**config.mk**
```make
export PLATFORM = sky130hd
export DESIGN_NAME = irqf_aggregate
export DESIGN_NICKNAME = d
export VERILOG_FILES = /design/src/rtl/irqf_pkg.sv /design/src/rtl/irqf_sync.sv /design/src/rtl/irqf_glitch_filter.sv /design/src/rtl/irqf_merge.sv /design/src/rtl/irqf_aggregate.sv
export SDC_FILE = /design/constraint.sdc
export NUM_CORES = 1
export LEC_CHECK = 0
export BUFFER_PORTS_ARGS = -buffer_cell sky130_fd_sc_hd__buf_2
export CAP_MARGIN = 15
export CORE_MARGIN = 10
export CORE_UTILIZATION = 45
export CTS_BUF_LIST = sky130_fd_sc_hd__clkbuf_8
export DETAILED_ROUTE_END_ITERATION = 12
export SLEW_MARGIN = 30
export SYNTH_ARGS = -nofsm -noshare
export SYNTH_HDL_FRONTEND = slang
export SYNTH_SLANG_ARGS = --single-unit
```
**constraint.sdc**
```tcl
create_clock -name clk -period 1.8 [get_ports clk]
set_clock_uncertainty 0.05 [all_clocks]
set_input_delay 0.18 -clock clk [delete_from_list [all_inputs] [get_ports clk]]
set_output_delay 0.18 -clock clk [all_outputs]
set_load 0.02 [all_outputs]
```
**src/rtl/irqf_pkg.sv**
```systemverilog
`timescale 1ns/1ps
package irqf_pkg;

    typedef enum logic {
        LVL_LOW  = 1'b0,
        LVL_HIGH = 1'b1
    } irq_lvl_e;

    function automatic int unsigned irqf_max(input int unsigned a, input int unsigned b);
        return (a > b) ? a : b;
    endfunction

endpackage

```
**src/rtl/irqf_sync.sv**
```systemverilog
`timescale 1ns/1ps
module irqf_sync #(
    parameter int unsigned NUM_CH = 4
) (
    input  logic              clk,
    input  logic              rst_n,
    input  logic [NUM_CH-1:0] raw_n,
    output logic [NUM_CH-1:0] sync_n
);

    typedef struct packed {
        logic meta;
        logic stab;
    } sync_st_t;

    for (genvar g = 0; g < NUM_CH; g++) begin : g_lane
        sync_st_t st_d, st_q;

        always_comb begin
            st_d      = st_q;
            st_d.meta = raw_n[g];
            st_d.stab = st_q.meta;
        end

        always_ff @(posedge clk or negedge rst_n) begin
            if (!rst_n) begin
                st_q <= '{meta: 1'b1, stab: 1'b1};
            end else begin
                st_q <= st_d;
            end
        end

        assign sync_n[g] = st_q.stab;
    end

endmodule

```
**src/rtl/irqf_glitch_filter.sv**
```systemverilog
`timescale 1ns/1ps
module irqf_glitch_filter
    import irqf_pkg::*;
#(
    parameter int unsigned LOW_REJ_CYC  = 200,
    parameter int unsigned HIGH_REJ_CYC = 100
) (
    input  logic clk,
    input  logic rst_n,
    input  logic sync_in,
    output logic lvl_out
);

    localparam int unsigned MAX_CYC = irqf_max(LOW_REJ_CYC, HIGH_REJ_CYC);
    localparam int unsigned CW      = $clog2(MAX_CYC + 1);
    localparam logic [CW-1:0] FALL_LAST = CW'(LOW_REJ_CYC - 1);
    localparam logic [CW-1:0] RISE_LAST = CW'(HIGH_REJ_CYC - 1);

    typedef struct packed {
        irq_lvl_e      lvl;
        logic [CW-1:0] run;
    } flt_st_t;

    flt_st_t st_d, st_q;
    logic [CW-1:0] last_cnt;

    always_comb begin
        st_d     = st_q;
        last_cnt = (st_q.lvl == LVL_HIGH) ? FALL_LAST : RISE_LAST;
        if (sync_in == st_q.lvl) begin
            st_d.run = '0;
        end else if (st_q.run == last_cnt) begin
            st_d.lvl = irq_lvl_e'(sync_in);
            st_d.run = '0;
        end else begin
            st_d.run = st_q.run + 1'b1;
        end
    end

    always_ff @(posedge clk or negedge rst_n) begin
        if (!rst_n) begin
            st_q <= '{lvl: LVL_HIGH, run: '0};
        end else begin
            st_q <= st_d;
        end
    end

    assign lvl_out = st_q.lvl;

endmodule

```
**src/rtl/irqf_merge.sv**
```systemverilog
`timescale 1ns/1ps
module irqf_merge #(
    parameter int unsigned NUM_CH = 4
) (
    input  logic              clk,
    input  logic              rst_n,
    input  logic [NUM_CH-1:0] filt_lvl,
    input  logic              snap_req,
    output logic              pull_low,
    output logic [NUM_CH-1:0] status
);

    typedef struct packed {
        logic              pull;
        logic [NUM_CH-1:0] stat;
    } mrg_st_t;

    mrg_st_t st_d, st_q;

    always_comb begin
        st_d      = st_q;
        st_d.pull = ~(&filt_lvl);
        if (snap_req) begin
            st_d.stat = ~filt_lvl;
        end
    end

    always_ff @(posedge clk or negedge rst_n) begin
        if (!rst_n) begin
            st_q <= '{pull: 1'b0, stat: '0};
        end else begin
            st_q <= st_d;
        end
    end

    assign pull_low = st_q.pull;
    assign status   = st_q.stat;

endmodule

```
**src/rtl/irqf_aggregate.sv**
```systemverilog
`timescale 1ns/1ps
module irqf_aggregate #(
    parameter int unsigned NUM_CH       = 4,
    parameter int unsigned LOW_REJ_CYC  = 200,
    parameter int unsigned HIGH_REJ_CYC = 100
) (
    input  logic              clk,
    input  logic              rst_n,
    input  logic [NUM_CH-1:0] chan_irq_n,
    input  logic              snap_req,
    output logic              irq_pull_low,
    output logic [NUM_CH-1:0] irq_status
);

    logic [NUM_CH-1:0] sync_lvl;
    logic [NUM_CH-1:0] filt_lvl;

    irqf_sync #(.NUM_CH(NUM_CH)) u_sync (
        .clk    (clk),
        .rst_n  (rst_n),
        .raw_n  (chan_irq_n),
        .sync_n (sync_lvl)
    );

    for (genvar g = 0; g < NUM_CH; g++) begin : g_flt
        irqf_glitch_filter #(
            .LOW_REJ_CYC  (LOW_REJ_CYC),
            .HIGH_REJ_CYC (HIGH_REJ_CYC)
        ) u_flt (
            .clk     (clk),
            .rst_n   (rst_n),
            .sync_in (sync_lvl[g]),
            .lvl_out (filt_lvl[g])
        );
    end

    irqf_merge #(.NUM_CH(NUM_CH)) u_merge (
        .clk      (clk),
        .rst_n    (rst_n),
        .filt_lvl (filt_lvl),
        .snap_req (snap_req),
        .pull_low (irq_pull_low),
        .status   (irq_status)
    );

endmodule

```
==> impl_metrics.env, run 1 <==
export IMPL_fin_nets=243
export IMPL_synth_xor_area_share=0.0437
export IMPL_synth_top_area_share=0.385
export IMPL_path_class="flop to flop"
export IMPL_routed_top_layer="met4"
export IMPL_stdcell_area_um2=2700
export IMPL_clkTransAtPathRegs_ns=0.08
export IMPL_power_frac_clock=0.310
export IMPL_power_density_nw_per_um2=696
export IMPL_die_h_um=93.1
export IMPL_synthSimpleGateAreaFrac=0.153
export IMPL_cp_arrival_ns=1.83
export IMPL_vias_per_cell=5.55
export IMPL_cap_violations=0
export IMPL_setup_tns_ns=0
export IMPL_syn_inst=205
export IMPL_switching_power_uw=425
export IMPL_drtIter0Drc=69
export IMPL_synthMuxAreaShare=0.0172
export IMPL_cts_tree="done"
export IMPL_grt_pass1_wl_um=7650
export IMPL_first_global_vias=1727
export IMPL_yosys_cell_types_count=31
export IMPL_critPathLaunchType="flop"
export IMPL_synth_commonest_cells="37 x dfrtp_1, 16 x a21oi_1, 15 x o21ai_0"
export IMPL_outcome="finished clean"
export IMPL_power_total_uw=1880
export IMPL_synth_edf_count=0
export IMPL_cts_sinks=49
export IMPL_max_freq_ghz=0.595
export IMPL_nFillCells=459
export IMPL_irDropWorstVdd_v=0.000367
export IMPL_grt_max_degree=28
export IMPL_end_kind="flop"
export IMPL_ys_async_sr_fraction=1.00
export IMPL_whs_ns=0.106
export IMPL_tightest_slew_ns=0.524
export IMPL_power_frac_seq=0.625
export IMPL_preCtsSetupSlack_ns=0.142
export IMPL_cts_buffers=5
export IMPL_setup_ws_ns=0.120
export IMPL_ys_top_cells_by_area="dfrtp_1 39%, dfstp_2 13%, o311ai_4 4.4%"
export IMPL_fin_crit_sh=0.933
export IMPL_area_delta_synth_final_pct=12.2
export IMPL_place_gp_congestion=0.832
export IMPL_finalMaxSlewViolations=0
export IMPL_htreeDepth=2
export IMPL_die_x_um=93.1
export IMPL_drc=0
export IMPL_syn_nets=220
export IMPL_wirelength_um=4290
export IMPL_synth_most_common_cell="dfrtp_1"
export IMPL_reg2reg_slack_ns=0.12
export IMPL_io_buffers=11
export IMPL_ys_ff_latch=49
export IMPL_total_leakage_power_uw=0.00105
export IMPL_grt_usage=0.105
export IMPL_io_pins=12
export IMPL_cts_setup_buffers=0
export IMPL_clock_latency_ns=0.29
export IMPL_synth_compound_area_share=0.201
export IMPL_wl_met3_um=168
export IMPL_place_area_um2=2560
export IMPL_ant_nets=0
export IMPL_die_area_um2=8670
export IMPL_cts_root_buf="clkbuf_8"
export IMPL_drive_gt1_frac=0.188
export IMPL_dp_hpwl_um=3170
export IMPL_antenna_cells=0
export IMPL_cp_required_ns=1.95
export IMPL_synth_fa_ha_area_frac=0.0416
export IMPL_setup_viol=0
export IMPL_yosys_warnings=0
export IMPL_yosysSeqAreaShare=0.516
export IMPL_dr_wl_met2_um=2040
export IMPL_cts_max_path_buffers=2
export IMPL_vias=1660
export IMPL_hp_class="primary input to flop"
export IMPL_synth_flop_cell="dfrtp_1"
export IMPL_rows=26
export IMPL_p_sw_frac=0.226
export IMPL_dr_pass1_iters=4
export IMPL_syn_area_um2=2400
export IMPL_p_int_uw=1450
export IMPL_crit_path_max_fanout=8
export IMPL_antenna_found_initial=0
export IMPL_initial_core_util=0.468
export IMPL_routedWlPerCell_um=14.3
export IMPL_max_slew_margin=0.651
export IMPL_synth_top_family_by_area="compound AO/OA/AOI/OAI gates"
export IMPL_rsz0062_at_grt="false"
export IMPL_yosysTopAreaCell="dfrtp_1"
export IMPL_syn_mean_instance_area_um2=11.7
export IMPL_final_hold_violation_count=0
export IMPL_period_minus_slack_ns=1.68
export IMPL_overflow=0
export IMPL_design_core_area_um2=5140
export IMPL_wl_met1_um=2020
export IMPL_combPwrFrac=0.065
[through the flow]
step	utilization	cells
after global routing	0.525	299
after detailed placement	0.499	286
after CTS	0.524	299
after floorplan	-	205
after global placement	0.499	286
final	0.525	299
[critical path, cell delays in order (launching register included)]
cell and delay (ns):
dfrtp_1 0.41, ha_1 0.26, nor4bb_2 0.20, a311o_2 0.45
a22oi_1 0.22
[logic make-up (layout without fill, tap and decap cells)]
| family | count (synthesis) | in the layout |
|---|---|---|
| AO/OA/AOI/OAI | 63 | 63 |
| XOR/XNOR | 12 | 12 |
| adder cells (fa/ha/maj) | 8 | 8 |
| buffers and inverters | 16 | 40 |
| flip-flops | 49 | 49 |
| multiplexers | 4 | 4 |
| AND/OR/NAND/NOR | 53 | 53 |
[area by class of cell]
class,instances,area [um2],area share
clock buffers,5,68.8,0.0255
clock inverters,3,11.3,0.00417
inverters,14,52.6,0.0195
multi-input cells,140,1100,0.409
flip-flops and latches,49,1240,0.460
well taps,70,87.6,0.0325
repair buffers,18,133,0.0491
[layer usage]
layer  global-route usage  up-vias
met4               0.0476        0
met3               0.0288        6
li1                     -      813
met1                0.124      814
met5                    0        -
met2                0.173       27
[cells in the final DEF, fill, tap and decap left out, types with 2 or more instances in the layout]
master	count
or3_1	12
nand2_1	9
nand3_1	14
a21boi_1	4
ha_1	8
xnor2_1	4
inv_1	17
a311o_2	3
o21ai_0	15
dlygate4sd3_1	5
nand4bb_4	3
xor2_1	8
clkbuf_8	5
o31ai_1	4
dfstp_2	12
buf_2	11
o311ai_4	4
nor2_1	3
nand4_1	5
mux2i_1	3
a31oi_1	3
dfrtp_1	37
a21oi_1	16
nor4bb_1	2
a22oi_1	12
[power groups by stage]
stage	Clock (uW)	Combinational [uW]	Sequential (uW)
finish	582	121	1170
floorplan	0	71.2	1180
global route	654	139	1180
global placement	0	110	1190
CTS	614	124	1170
detailed placement	0	115	1190
[what timing repair did]
| action | CTS | global route |
|---|---|---|
| resized for setup | 0 | 1 |
| hold buffers | 5 | 0 |
| setup endpoints to repair | 0 | 5 |
| hold endpoints to repair | 20 | 0 |
[sequential cells by signal (all words and copies together) (netlist names)]
name                 count
g_flt.u_flt.st_q        32
u_sync.g_lane.st_d       4
g_flt.u_flt.lvl_out      4
u_merge.status           4
u_sync.sync_n            4
u_merge.pull_low         1
[path summary, 6_finish.rpt]
check,from,end,cells after the start
max reg2reg,g_flt[1].u_flt.st_q[0],g_flt[1].u_flt.st_q[5],4
min reg2reg,u_sync.g_lane[2].st_d[0],u_sync.sync_n[2],0
min,snap_req,u_merge.status[1],2
min in group asynchronous,rst_n,g_flt[1].u_flt.st_q[4],2
max,g_flt[1].u_flt.st_q[0],g_flt[1].u_flt.st_q[5],4
max in group asynchronous,rst_n,g_flt[3].u_flt.lvl_out,3
No activity file was read; power rests on OpenSTA's default activity.
==> inputs of run 2 (changes only) <==
--- a/config.mk
+++ b/config.mk
@@ -14,4 +14,5 @@
 export SLEW_MARGIN = 30
 export SYNTH_ARGS = -nofsm -noshare
 export SYNTH_HDL_FRONTEND = slang
+export SYNTH_HIERARCHICAL = 1
 export SYNTH_SLANG_ARGS = --single-unit
==> run 2 against run 1 <==
Compared with the run above: register-to-register slack worse by 0.05 ns; count of clock-buffer cells in the layout up 1; die area down 2.7%; hold slack gained 0.015 ns; global-route usage fell by 0.34 points; combinational power is 17% higher; fmax shrank 2.7%; flip-flop and latch count did not move; first-iteration DRC count shrank 52%; largest cell class unchanged; largest power group unchanged.
==> impl_metrics.env, run 2 <==
export IMPL_outcome="finished clean"
export IMPL_yosysSeqAreaShare=0.534
export IMPL_preCtsSetupSlack_ns=0.0397
export IMPL_area_delta_synth_final_pct=16.1
export IMPL_io_buffers=11
export IMPL_critPathLaunchType="flop"
export IMPL_clock_latency_ns=0.30
export IMPL_reg2reg_depth=4
export IMPL_cts_max_path_buffers=2
export IMPL_htreeDepth=2
export IMPL_critPathMaxStageDelay_ns=0.53
export IMPL_cts_root_buf="clkbuf_8"
export IMPL_grt_pass1_wl_um=7170
export IMPL_cp_arrival_ns=1.90
export IMPL_crit_slowest_cell="or4bb_1"
export IMPL_multi_input_area_um2=1010
export IMPL_whs_path_depth=2
export IMPL_synth_top_family_by_area="simple AND/OR/NAND/NOR gates"
export IMPL_irDropWorstVdd_v=0.000492
export IMPL_cp_required_ns=1.97
export IMPL_ant_nets=0
export IMPL_min_from="snap_req"
export IMPL_end_kind="flop"
export IMPL_synth_commonest_cells="37 x dfrtp_1, 16 x nand3_1, 16 x nor3_1"
export IMPL_synth_flop_cell="dfrtp_1"
export IMPL_whs_endpoint="u_merge/status[0]"
export IMPL_max_freq_ghz=0.579
export IMPL_syn_mean_instance_area_um2=12.2
export IMPL_first_global_vias=1651
export IMPL_whs_ns=0.122
export IMPL_ys_ff_latch=49
export IMPL_largest_register="g_flt.u_flt/st_q"
export IMPL_period_minus_slack_ns=1.73
export IMPL_syn_nets=206
export IMPL_rsz0062_at_grt="false"
export IMPL_synth_fa_ha_area_frac=0.0431
export IMPL_grt_max_degree=50
export IMPL_antenna_cells=0
export IMPL_overflow=0
export IMPL_yosys_warnings=6
export IMPL_fin_nets=241
export IMPL_drc=0
export IMPL_tightest_slew_ns=0.672
export IMPL_register_area_um2=1240
export IMPL_cts_buffers=5
export IMPL_synth_xor_area_share=0.0603
export IMPL_io_pins=12
export IMPL_yosys_cell_types_count=22
export IMPL_die_x_um=91.9
export IMPL_drtIter0Drc=33
export IMPL_ys_top_cells_by_area="dfrtp_1 40%, dfstp_2 14%, ha_1 4.3%"
export IMPL_synth_compound_area_share=0.0926
export IMPL_finalMaxSlewViolations=0
export IMPL_reg2reg_slack_ns=0.07
export IMPL_place_gp_congestion=0.813
export IMPL_vias_per_cell=5.31
export IMPL_rows=26
export IMPL_hp_class="primary input to flop"
export IMPL_ys_async_sr_fraction=1.00
export IMPL_final_cell_mix="37 x dfrtp_1, 16 x nand3_1, 16 x nor3_1, 16 x buf_4"
export IMPL_synth_top_area_share=0.398
export IMPL_r2r_end="g_flt[3].u_flt/lvl_out"
export IMPL_synthSimpleGateAreaFrac=0.192
export IMPL_path_class="flop to flop"
export IMPL_syn_inst=191
export IMPL_clkTransAtPathRegs_ns=0.09
export IMPL_setup_viol=0
export IMPL_rr_startpoint="g_flt[3].u_flt/st_q[1]"
export IMPL_drive_gt1_frac=0.269
export IMPL_routedWlPerCell_um=13.6
export IMPL_total_leakage_power_uw=0.00108
export IMPL_nFillCells=458
export IMPL_dr_pass1_iters=4
export IMPL_cts_tree="done"
export IMPL_dp_hpwl_um=2900
export IMPL_final_common_cell="dfrtp_1"
export IMPL_grt_usage=0.102
export IMPL_vias=1576
export IMPL_syn_area_um2=2320
export IMPL_path_cells="ha_1, or4bb_1, a21oi_4, mux2_4"
export IMPL_die_area_um2=8440
export IMPL_synthMuxAreaShare=0.0431
export IMPL_wirelength_um=4040
export IMPL_die_h_um=91.9
export IMPL_initial_core_util=0.461
export IMPL_largest_register_ffs=32
export IMPL_power_density_nw_per_um2=725
export IMPL_yosysTopAreaCell="dfrtp_1"
export IMPL_crit_path_max_fanout=5
export IMPL_synth_edf_count=0
export IMPL_antenna_found_initial=0
export IMPL_synth_most_common_cell="dfrtp_1"
export IMPL_setup_ws_ns=0.0729
export IMPL_cap_violations=0
export IMPL_max_slew_margin=0.549
export IMPL_fin_crit_sh=0.959
export IMPL_final_hold_violation_count=0
export IMPL_setup_tns_ns=0
export IMPL_cts_sinks=49
export IMPL_design_core_area_um2=5040
-- run 2: changes by cell type after synthesis, sizes merged, moves of 5 or more --
cell | before | now
a21oi | 16 | 4
a211oi | 0 | 12
nand2 | 9 | 4
inv | 14 | 8
a22oi | 12 | 0
nor3 | 0 | 16
-- run 2: cell type report --
class                   instances  share of cell area
flip-flops and latches         49               0.460
multi-input cells             129               0.374
repair buffers                 33              0.0877
well taps                      70              0.0325
clock buffers                   6              0.0306
inverters                       8              0.0111
clock inverters                 2             0.00417
-- run 2: cells by family (layout without fill, tap and decap cells) --
kind of cell | count (synthesis) | after routing
AO/OA/AOI/OAI | 28 | 28
adder cells (fa/ha/maj) | 8 | 8
XOR/XNOR | 16 | 16
multiplexers | 8 | 8
AND/OR/NAND/NOR | 69 | 69
flip-flops | 49 | 49
buffers and inverters | 13 | 49
-- run 2: per-layer routing --
metal	share of wire	vias up	track usage
met2	0.50	14	0.177
li1	-	772	-
met3	0.030	9	0.0285
met4	0.018	0	0.0411
met5	0	-	0
met1	0.45	781	0.114
-- run 2: power breakdown --
group	switching [uW]	total (uW)	internal [uW]	leakage [uW]
logic	75.5	142	66.0	0.000428
registers	23.0	1160	1140	0.000606
clock network	345	652	307	0.0000486
-- run 2: how the worst max path moves through the flow --
stage	end	cells after the start	startpoint	slack [ns]
floorplan	g_flt[0].u_flt/lvl_out	4	g_flt[0].u_flt/st_q[0]	0.05
global route	g_flt[3].u_flt/lvl_out	4	g_flt[3].u_flt/st_q[1]	0.01
global placement	g_flt[2].u_flt/st_q[6]	5	g_flt[2].u_flt/st_q[1]	0.1
detailed placement	g_flt[0].u_flt/lvl_out	4	g_flt[0].u_flt/st_q[1]	0.04
finish	g_flt[3].u_flt/lvl_out	4	g_flt[3].u_flt/st_q[1]	0.07
CTS	g_flt[0].u_flt/lvl_out	4	g_flt[0].u_flt/st_q[1]	0.03
-- run 2: critical path: cells and delay by family, from the launching register on --
family	cells	cell delay, ns
simple gates	1	0.53
flops	1	0.42
mux	1	0.31
fa+ha+maj	1	0.19
compound gates	1	0.16
-- run 2: through the flow --
stage	cell area (um2)	utilization	power, uW	instances
floorplan	2320	-	1260	191
CTS	2670	0.530	1980	295
finish	2700	0.535	1950	297
detailed placement	2530	0.501	1310	282
global placement	2530	0.501	1310	282
global route	2700	0.535	2060	297
-- run 2: timing repair --
action / CTS / global route
setup buffers: 0 / 2
setup endpoints to repair: 0 / 16
hold endpoints to repair: 41 / 0
hold buffers: 5 / 0
resized for setup: 0 / 3
